### src/rtl/tx_holdshift.sv
module tx_holdshift #(
  parameter int DW = 8
) (
  input  logic          clk,
  input  logic          rst_n,
  input  logic          wr_en,
  input  logic [DW-1:0] wr_data,
  input  logic          lsb_first,
  input  logic          ovr_clr,
  input  logic          sclk_en,
  output logic [DW-1:0] rd_data,
  output logic          sdo,
  output logic          thr_empty,
  output logic          busy,
  output logic          tx_end,
  output logic          overrun
);
  localparam int CW = (DW > 1) ? $clog2(DW) : 1;
  localparam logic [CW-1:0] LAST = CW'(DW - 1);

  logic [DW-1:0] hold, shreg, wr_mirr;
  logic [CW-1:0] cnt;
  logic          hold_full, active, end_q, ovr_q;

  for (genvar i = 0; i < DW; i++) begin : g_mirr
    assign wr_mirr[i] = wr_data[DW-1-i];
  end

  wire finish = active && sclk_en && (cnt == LAST);
  wire load   = hold_full && (!active || finish);

  always_ff @(posedge clk) begin
    if (!rst_n) begin
      hold      <= '1;
      hold_full <= 1'b0;
      shreg     <= '1;
      cnt       <= '0;
      active    <= 1'b0;
      end_q     <= 1'b0;
      ovr_q     <= 1'b0;
    end else begin
      if (wr_en) hold <= lsb_first ? wr_mirr : wr_data;

      if (wr_en)     hold_full <= 1'b1;
      else if (load) hold_full <= 1'b0;

      if (load) begin
        shreg  <= hold;
        cnt    <= '0;
        active <= 1'b1;
      end else if (active && sclk_en) begin
        if (cnt == LAST) begin
          active <= 1'b0;
        end else begin
          shreg <= {shreg[DW-2:0], 1'b1};
          cnt   <= cnt + 1'b1;
        end
      end

      if (wr_en)                      end_q <= 1'b0;
      else if (finish && !hold_full)  end_q <= 1'b1;

      if (wr_en && hold_full && !load) ovr_q <= 1'b1;
      else if (ovr_clr)                ovr_q <= 1'b0;
    end
  end

  assign rd_data   = hold;
  assign sdo       = active ? shreg[DW-1] : 1'b1;
  assign thr_empty = !hold_full;
  assign busy      = active;
  assign tx_end    = end_q;
  assign overrun   = ovr_q;
endmodule


### config.mk
export PLATFORM = sky130hd
export DESIGN_NAME = tx_holdshift
export DESIGN_NICKNAME = d
export VERILOG_FILES = /design/src/rtl/tx_holdshift.sv
export SDC_FILE = /design/constraint.sdc
export NUM_CORES = 1
export LEC_CHECK = 0
export BUFFER_PORTS_ARGS = -buffer_cell sky130_fd_sc_hd__buf_2
export CAP_MARGIN = 20
export CORE_ASPECT_RATIO = 0.75
export CORE_MARGIN = 2
export CORE_UTILIZATION = 50
export CTS_CLUSTER_DIAMETER = 60
export DETAILED_ROUTE_END_ITERATION = 12
export GPL_TIMING_DRIVEN = 0
export PLACE_DENSITY = 0.76
export SYNTH_ARGS = -nofsm -noshare
export SYNTH_HDL_FRONTEND = slang
export SYNTH_SLANG_ARGS = --single-unit
### constraint.sdc
create_clock -name clk -period 2 [get_ports clk]
set_input_delay 0.1 -clock clk [delete_from_list [all_inputs] [get_ports clk]]
set_output_delay 0.1 -clock clk [all_outputs]
set_load 0.03 [all_outputs]
Yosys cells after proc, flatten, opt, wreduce, memory -nomap -nowiden
Index checks and enable logic that the tools add are counted.
{"block": "totals", "ff_bits": 23, "inputBits": 14, "out_inout_bits": 13, "word_cells": 43}
{"block": "op_classes", "add_sub_neg": 1, "n_eq_ne": 2, "mux": 12, "bitwise": 2, "n_reduce_logical": 19}
{"operator": "2-to-1 mux 8 bit", "n": 4}
{"operator": "2-to-1 mux 1 bit", "n": 8}
{"operator": "nonzero test 2 bit", "n": 4}
{"operator": "logical AND 1 bit", "n": 6}
{"operator": "AND reduction 2 bit", "n": 3}
{"operator": "OR reduction 2 bit", "n": 2}
{"operator": "adder 3 x 1 -> 3 bit (second input constant)", "n": 1}
{"operator": "equality test 3 bit (second input constant)", "n": 1}
{"operator": "zero test 1 bit", "n": 3}
{"operator": "!= test 2 bit (second input constant)", "n": 1}
{"operator": "inverter 1 bit", "n": 2}
{"operator": "logical OR 1 bit", "n": 1}

Logic depth before layout (Yosys ltp)
Gate-level depths: netlist of run 1.
{"block": "depth", "ltp_word": 7, "depth_mapped": 7, "mapped_depth_nobuf": 6}

Worst setup path before layout of run 1
OpenSTA, ideal clock, no wires.
{"block": "synth_timing", "path_kind": "reg2reg", "startpoint": "register cnt[0]", "endpoint": "register shreg[0]", "setup_ps": 122, "arrival_ps": 1426, "t_required_ps": 1878, "setup_slack_ps": 452, "path_stages_with_launch": 6, "n_path_buf": 0, "synth_period_minus_slack_ps": 1548, "path_cell_list": "dfxtp_1 ha_1 ha_1 and2b_1 o211ai_4 o32a_1"}
{"block": "synth_between", "elab_chain_len": 6, "elab_cells_between_ends": 8, "classes_between": "eq/ne: 2; mux: 1; reduce/logical: 5"}
{"element": "start, declared", "line_no": "22", "text": "logic [CW-1:0] cnt;"}
{"element": "start signal, assigned", "line_no": "56", "text": "cnt <= cnt + 1'b1;"}
{"element": "equality test 3 bit *", "line_no": "29, 52"}
{"element": "logical AND 1 bit", "line_no": "29", "text": "wire finish = active && sclk_en && (cnt == LAST);"}
{"element": "logical OR 1 bit", "line_no": "30", "text": "wire load = hold_full && (!active || finish);"}
{"element": "logical AND 1 bit", "line_no": "30"}
{"element": "!= test 2 bit (no line) / nonzero test 2 bit (equally long branches)"}
{"element": "AND reduction 2 bit (no line)"}
{"element": "end signal, assigned", "line_no": "48", "text": "shreg <= hold;"}
{"element": "end signal, assigned", "line_no": "55", "text": "shreg <= {shreg[DW-2:0], 1'b1};"}
{"element": "end, declared", "line_no": "21", "text": "logic [DW-1:0] hold, shreg, wr_mirr;"}
Mark *: on every way between the ends. The rest lies on a longest branch, timed or not.
A chain may end at the register's enable or synchronous reset.

Worst setup path after layout of run 1
Same ends and word-level chain as after synthesis.

==> flow_summary.yaml, run 1 <==
status:
  status: "completed"
yosys:
  synth_top_family_by_area: "compound AO/OA/AOI/OAI gates"
  synthXorXnorAreaFrac_pct: 0.865
  muxShareOfSynthArea_pct: 7.91
  ys_seq_elements: 23
  syn_inst: 112
  netlist_area_um2: 1010
  ys_types: 29
  yosys_warnings: 0
  synth_compound_area_share_pct: 22.1
  syn_nets: 128
  synth-simple-area-share_pct: 17.6
  postSynthAreaPerCell_um2: 9.04
  synthAdderAreaFrac_pct: 2.47
  seq_area_frac_synth_pct: 45.5
power_and_ir_drop:
  power_density_nw_per_um2: 726
  ir_worst_vdd_uv: 570
  power.leakage_nw: 0.506
min_path:
  hold_start: "sclk_en"
  worstHoldPathType: "in2reg"
  holdPathEnd: "cnt[2]"
  whs_path_depth: 3
clock_network:
  root_buffer: "clkbuf_4"
  tritoncts: "done"
  cts_buffers: 3
  clk_latency_ns: 0.31
  cts_setup_buffers: 0
  path_clk_slew_ns: 0.12
  cts_sinks: 23
  cts_resized: 0
  cts_buffer_depth: 2
  ctsHoldBuffers: 0
  cts_max_level: 1
route:
  routed_via_density: 5.36
  via_count: 879
  wl_per_cell_um: 11.9
  drc: 0
  wl_um: 1950
  drtAntennaViolNets: 0
  initialDrtViolationCount: 13
  drt_first_pass_iters: 4
timing:
  clock_skew_ns: 0.00188
  hold_viol_final: 0
  rsz0062_at_grt: "false"
  hold_slack_ns: 0.0987
  fin_crit_sh_pct: 83.4
  tns_ns: 0
  tightest_slew_ns: 0.422
  maxSlewHeadroom_pct: 71.9
  max_freq_mhz: 599
  drv_slew: 0
  period_needed_ns: 1.67
  setup_violations: 0
layout:
  drive_gt1_share_pct: 25.0
  final_common_cell: "nand2_1"
  n_fill_cell: 183
  fin_nets: 157
  areaGrowthSynthToFinish_pct: 17.4
  multi_input_area_um2: 515
  antenna_cells: 0
  layout_common_cells: "27 x nand2_1, 26 x buf_2, 23 x dfxtp_1, 10 x a21oi_1"
  regArea_um2: 460
floorplanning:
  die-height_um: 43.0
  die_w_um: 56.0
  core_um2: 1960
  rows: 14
  ios: 27
  die_area_um2: 2400
  initial_core_util_pct: 51.6
global_route:
  grt_use_total_pct: 18.1
  grt_start_max_net_pins: 13
  antenna_found_initial: 0
  grt-ovfl-total: 0
  grt_first_pass_wirelength_um: 3350
  grt_pass1_vias: 780
critical_path:
  r2r-end: "shreg[0]"
  crit_type: "reg2reg"
  r2r_start: "cnt[0]"
  start_kind: "flip-flop"
  ff2ff_path_depth: 5
  r2r_setup_slack_ns: 0.33
  endpoint_kind: "flip-flop"
  crit_required_ns: 2.21
  crit_arrival_ns: 1.88
  cp_max_fo: 8
place:
  io_buffer_count: 24
  gp_congestion: 0.775
  dp_hpwl_um: 1510
job:
  drv_cap: 0
==> routing by layer <==
metal | global-route usage (%) | share of wire [%]
met1 | 22.2 | 49
met2 | 30.0 | 44
met3 | 6.71 | 6.2
met4 | 5.71 | 0.67
met5 | 0 | 0
==> worst max-delay path, stage by stage (launching register included) <==
cell and delay [ns]:
dfxtp_1 0.34, ha_1 0.20, ha_1 0.22, and2b_1 0.33, o211ai_4 0.14, o32a_1 0.34
==> worst max path at each step <==
stage / from / to / slack (ns) / depth (start not counted)
floorplan: cnt[0] / shreg[0] / 0.45 / 5
global placement: cnt[0] / shreg[0] / 0.37 / 5
detailed placement: cnt[0] / shreg[0] / 0.34 / 5
CTS: cnt[0] / shreg[0] / 0.32 / 5
global route: cnt[0] / shreg[0] / 0.24 / 5
finish: cnt[0] / shreg[0] / 0.33 / 5
==> power breakdown <==
group | total, mW | internal (mW) | switching (mW)
Clock | 0.213 | 0.0780 | 0.135
Combinational | 0.153 | 0.0616 | 0.0916
Sequential | 0.497 | 0.481 | 0.0169
Total | 0.863 | 0.620 | 0.243
==> through the flow <==
step | instance area [um2] | std cells | setup WS (ns) | power (mW) | utilization (%)
final | 1190 | 164 | 0.332 | 0.863 | 60.6
after global placement | 1160 | 160 | 0.368 | 0.658 | 59.2
after global routing | 1190 | 164 | 0.238 | 0.907 | 60.6
after floorplan | 1010 | 112 | 0.452 | 0.615 | -
after CTS | 1190 | 164 | 0.323 | 0.874 | 60.6
after detailed placement | 1160 | 160 | 0.345 | 0.662 | 59.2
==> cell usage after synthesis, drive strengths merged <==
| library cell | n | area share [%] |
|---|---|---|
| a21boi | 1 | 1.1 |
| a21oi | 10 | 4.9 |
| a2bb2oi | 7 | 6.1 |
| a32oi | 1 | 0.87 |
| a41oi | 1 | 0.87 |
| and2b | 1 | 0.74 |
| buf | 3 | 2.1 |
| clkbuf | 2 | 0.74 |
| dfxtp | 23 | 45 |
| ha | 2 | 2.5 |
| inv | 2 | 0.74 |
| mux2i | 8 | 7.9 |
| nand2 | 28 | 11 |
| nand2b | 1 | 0.62 |
| nand3 | 2 | 0.99 |
| nor2 | 2 | 0.99 |
| nor2b | 2 | 1.2 |
| nor3b | 1 | 0.74 |
| o211ai | 1 | 2.1 |
| o21a | 1 | 0.74 |
| o21ai | 9 | 4.4 |
| o32a | 1 | 0.99 |
| or2b | 2 | 1.6 |
| xor2 | 1 | 0.87 |
==> cell families after synthesis <==
family,Yosys count
DFF,23
muxes,8
adders and majority gates,2
buffers and inverters,7
AOI/OAI and AO/OA,32
and+or+nand+nor,39
xor gates and xnor gates,1
==> area by class of cell <==
| cell class | count | area share [%] |
|---|---|---|
| Inverter | 2 | 0.632 |
| Timing Repair Buffer | 24 | 10.1 |
| Tap cell | 24 | 2.53 |
| Sequential cell | 23 | 38.7 |
| Clock buffer | 4 | 2.21 |
| Multi-Input combinational cell | 82 | 43.4 |
| Buffer | 5 | 2.42 |
==> registers in the layout, summed over array words and instances, names as in the netlist <==
| name | cells |
|---|---|
| busy | 1 |
| cnt | 3 |
| tx_end | 1 |
| shreg | 8 |
| rd_data | 8 |
| hold_full | 1 |
| overrun | 1 |
Note: power is estimated with default switching activity, not from simulation.
==> run 2, diff against run 1 <==
Clock period 2 ns to 1.6 ns, I/O delays scaled along.
==> run 2 against run 1 <==
  * First-iteration DRC count decreased by 7.7%
  * Combinational power increased by 33%
  * Routed wire length increased by 2.5%
  * Die area unchanged
  * Non-clock buffer count increased by 4
  * Critical path type unchanged
==> flow_summary.yaml, run 2 (synthesis gave the netlist of run 1 again) <==
status:
  status: "completed"
clock_network:
  path_clk_slew_ns: 0.12
  cts_sinks: 23
  root_buffer: "clkbuf_4"
  clk_latency_ns: 0.31
  cts_buffer_depth: 2
  tritoncts: "done"
  cts_buffers: 3
  cts_max_level: 1
  ctsHoldBuffers: 0
critical_path:
  ff2ff_path_depth: 5
  crit_arrival_ns: 1.72
  r2r_start: "cnt[0]"
  r2r-end: "shreg[0]"
  crit_type: "reg2reg"
  cp_max_fo: 8
  r2r_setup_slack_ns: 0.09
  cp_top_family: "compound AO/OA/AOI/OAI gates"
  endpoint_kind: "flip-flop"
  start_kind: "flip-flop"
  crit_path_start: "cnt[0]"
  crit_required_ns: 1.81
  max_stage_delay_ns: 0.34
  cp_num_buf_inv: 0
  crit_chain: "ha_2 -> ha_4 -> and2b_2 -> o211ai_4 -> o32a_1"
  slowest_stage: "dfxtp_2"
timing:
  rsz0062_at_grt: "false"
  tns_ns: 0
  tightest_slew_ns: 0.398
  hold_viol_final: 0
  max_freq_mhz: 661
  setup_violations: 0
  fin_crit_sh_pct: 94.6
  maxSlewHeadroom_pct: 73.5
  drv_slew: 0
  clock_skew_ns: 0.00438
  period_needed_ns: 1.51
route:
  wl_per_cell_um: 11.9
  wl_um: 2000
  drc: 0
  initialDrtViolationCount: 12
  drt_first_pass_iters: 4
  drtAntennaViolNets: 0
  via_count: 876
  routed_via_density: 5.21
layout:
  final_common_cell: "nand2_1"
  areaGrowthSynthToFinish_pct: 22.6
  drive_gt1_share_pct: 31.3
  fin_nets: 161
  fin_area_um2: 1240
  antenna_cells: 0
  layout_common_cells: "27 x nand2_1, 26 x buf_2, 21 x dfxtp_1, 9 x a21oi_1"
floorplanning:
  die_w_um: 56.0
  initial_core_util_pct: 51.6
  core_um2: 1960
  die-height_um: 43.0
  rows: 14
  die_area_um2: 2400
  ios: 27
power_and_ir_drop:
  p_clk_share_pct: 24.4
  power.internal_mw: 0.784
  power_density_nw_per_um2: 880
  comb_power_share_pct: 18.6
  pwr-share-seq_pct: 57.0
  swShare_pct: 28.2
  ir_worst_vdd_uv: 712
  p_sw_mw: 0.308
  power.leakage_nw: 0.521
global_route:
  grt_start_max_net_pins: 13
  grt-ovfl-total: 0
  grt_pass1_vias: 783
  grt_use_total_pct: 18.2
  grt_first_pass_wirelength_um: 3360
  antenna_found_initial: 0
job:
  drv_cap: 0
place:
  gp_congestion: 0.775
  dp_hpwl_um: 1510
  io_buffer_count: 24
  place_area_um2: 1160
min_path:
  worstHoldPathType: "in2reg"
  holdPathEnd: "cnt[1]"
  hold_start: "sclk_en"
  whs_path_depth: 3
run 2: cell count changes in the layout (fill, tap and decap cells not counted):
cell     change
buf_4        +4
ha_4         +1
ha_2         +1
ha_1         -2
a21oi_1      -1
and2b_1      -1
dfxtp_1      -2
and2b_2      +1
dfxtp_2      +2
a21oi_2      +1
run 2: stage by stage:
| step | std cells | hold slack (ns) | utilization [%] | total power, mW | worst slack (ns) |
|---|---|---|---|---|---|
| 6_report | 168 | 0.0811 | 63.3 | 1.09 | 0.0864 |
| 3_5_place_dp | 160 | 0.420 | 59.2 | 0.827 | -0.0551 |
| 4_1_cts | 165 | 0.0719 | 61.0 | 1.10 | 0.000547 |
| 3_3_place_gp | 160 | 0.393 | 59.2 | 0.822 | -0.0323 |
| 5_1_grt | 168 | 0.0606 | 63.3 | 1.15 | 0.00656 |
| 2_1_floorplan | 112 | 0.208 | - | 0.769 | 0.0522 |
run 2: cell type report:
| cell class | count | area, um2 |
|---|---|---|
| Fill cell | 174 | 721 |
| Multi-Input combinational cell | 82 | 536 |
| Sequential cell | 23 | 463 |
| Timing Repair Buffer | 28 | 150 |
| Tap cell | 24 | 30.0 |
| Buffer | 5 | 28.8 |
| Clock buffer | 4 | 26.3 |
| Inverter | 2 | 7.51 |
run 2: power groups by stage:
stage | registers, mW | clock network (mW) | logic, mW
6_report | 0.622 | 0.267 | 0.203
5_1_grt | 0.626 | 0.297 | 0.222
4_1_cts | 0.622 | 0.278 | 0.196
3_5_place_dp | 0.635 | 0 | 0.192
3_3_place_gp | 0.634 | 0 | 0.188
2_1_floorplan | 0.660 | 0 | 0.109
run 2: timing repair:
action | in CTS | in global routing
gates resized for setup | 1 | 6
buffers inserted | 1 | 3
gates cloned | 0 | 0
pin swaps | 0 | 3
setup endpoints to repair | 2 | 11
run 2: routing by layer:
layer,share of wire (%),GRT usage [%],up-vias
met3,4.7,6.71,2
met2,43,30.0,19
met4,0.65,5.71,0
li1,-,-,457
met1,51,22.4,398
met5,0,0,-
run 2: worst max-delay path by stage:
| stage | slack, ns | end | cells past startpoint |
|---|---|---|---|
| 3_5_place_dp | -0.06 | shreg[0] | 5 |
| 5_1_grt | 0.007 | shreg[5] | 6 |
| 4_1_cts | 0.0005 | shreg[0] | 5 |
| 3_3_place_gp | -0.03 | shreg[0] | 5 |
| 2_1_floorplan | 0.05 | shreg[0] | 5 |
| 6_report | 0.09 | shreg[0] | 5 |
run 2: worst min-delay path: stages:
cell,delay (ns)
buf_2,0.14
nand3_1,0.08
a21oi_1,0.06
==> run 3, diff against run 2 <==
Settings changed: GPL_TIMING_DRIVEN 0 to unset, TNS_END_PERCENT set to 1.
==> run 3 against run 2 <==
  * Global-route usage rose by 1.6 points
  * Utilization rose by 0.26 points
  * Highest routed layer unchanged
  * First-iteration DRC count rose by 17%
  * Final cell count fell by 1.2%
  * Clock skew barely moved
  * Register-to-register slack got worse by 0.02 ns
  * Total power fell by 0.50%
  * Clock power fell by 3%
==> flow_summary.yaml, run 3 (synthesis gave the netlist of run 1 again) <==
route:
  via_count: 892
  drc: 0
  drt_first_pass_iters: 4
  drtAntennaViolNets: 0
  routed_via_density: 5.37
  wl_per_cell_um: 13.1
  wl_um: 2180
  initialDrtViolationCount: 14
floorplanning:
  die_area_um2: 2400
  core_um2: 1960
  ios: 27
  rows: 14
  die-height_um: 43.0
  die_w_um: 56.0
  initial_core_util_pct: 51.6
layout:
  drive_gt1_share_pct: 31.7
  areaGrowthSynthToFinish_pct: 23.1
  antenna_cells: 0
  fin_nets: 159
  final_common_cell: "nand2_1"
  layout_common_cells: "27 x nand2_1, 26 x buf_2, 21 x dfxtp_1, 10 x a21oi_1"
  n_fill_cell: 179
  layout.cells.non_filler: 166
critical_path:
  crit_arrival_ns: 1.77
  crit_type: "reg2reg"
  cp_max_fo: 4
  start_kind: "flip-flop"
  endpoint_kind: "flip-flop"
  crit_required_ns: 1.84
job:
  drv_cap: 0
global_route:
  grt_use_total_pct: 19.8
  grt_start_max_net_pins: 20
  grt_pass1_vias: 864
  grtUsageMet3_pct: 7.01
  grt-ovfl-total: 0
  antenna_found_initial: 0
  grt_first_pass_wirelength_um: 3680
  grt-busiest-layer: "met2"
  met1_usage_pct: 23.0
  grtUsageMet2_pct: 33.8
clock_network:
  cts_sinks: 23
  clk_latency_ns: 0.30
  cts_max_level: 1
  path_clk_slew_ns: 0.12
  tritoncts: "done"
  root_buffer: "clkbuf_4"
  cts_buffer_depth: 2
  cts_buffers: 3
timing:
  period_needed_ns: 1.53
  clock_skew_ns: 0.00431
  fin_crit_sh_pct: 95.7
  hold_viol_final: 0
  max_freq_mhz: 653
  maxSlewHeadroom_pct: 78.8
  setup_violations: 0
  tightest_slew_ns: 0.317
  drv_slew: 0
power_and_ir_drop:
  total_power_mw: 1.09
  power.leakage_nw: 0.520
  power_density_nw_per_um2: 872
  ir_worst_vdd_uv: 655
place:
  gp_congestion: 0.687
  io_buffer_count: 26
  dp.cells: 160
  dp_hpwl_um: 1610
min_path:
  worstHoldPathType: "in2reg"
status:
  status: "completed"
[run 3: worst paths after layout]
kind,start,to,slack [ns],depth (start not counted)
max,cnt[1],shreg[6],0.07,7
min,ovr_clr,overrun,0.09,4
max reg2reg,cnt[1],shreg[6],0.07,7
min reg2reg,rd_data[7],shreg[7],0.49,2
[run 3: what timing repair did]
action	in CTS	in global routing
pin swaps	0	3
setup buffers	0	2
hold buffers	0	0
endpoints found under the setup margin	5	10
resized for setup	5	5
[run 3: through the flow]
stage / cell area (um2) / worst slack, ns / setup TNS [ns] / hold slack [ns] / util [%]
finish: 1250 / 0.0691 / 0 / 0.0878 / 63.5
global route: 1250 / -0.00955 / -0.0134 / 0.0732 / 63.5
CTS: 1200 / 0.0210 / 0 / 0.0756 / 61.2
detailed placement: 1170 / -0.0116 / -0.0116 / 0.407 / 59.4
global placement: 1170 / 0.0729 / 0 / 0.391 / 59.4
floorplan: 1010 / 0.0522 / 0 / 0.208 / -
[run 3: report_power, final]
group	leakage (nW)	total (mW)	internal, mW	switching [mW]
clock network	0.0150	0.260	0.0973	0.163
logic	0.316	0.202	0.0850	0.117
registers	0.190	0.624	0.601	0.0233
total	0.520	1.09	0.783	0.303
[run 3: worst max-delay path, stage by stage, from the launching register on]
cell       delay (ns)
dfxtp_2          0.38
ha_4             0.15
ha_4             0.13
and2b_2          0.25
o211ai_4         0.24
buf_6            0.13
a21oi_1          0.03
a2bb2oi_1        0.16
[run 3: metal layers]
layer  up-vias  wire length [um]
li1        450                 -
met2        20              1100
met4         0                41
met3         4               100
met5         -                 0
met1       418               939
[run 3: area by class of cell]
cell class / instances / area [um2] / area share [%]
clock buffer: 4 / 26.3 / 2.11
inverter: 2 / 7.51 / 0.602
multi-input combinational: 82 / 544 / 43.7
sequential: 23 / 463 / 37.1
tap: 24 / 30.0 / 2.41
timing repair buffer: 31 / 175 / 14.1
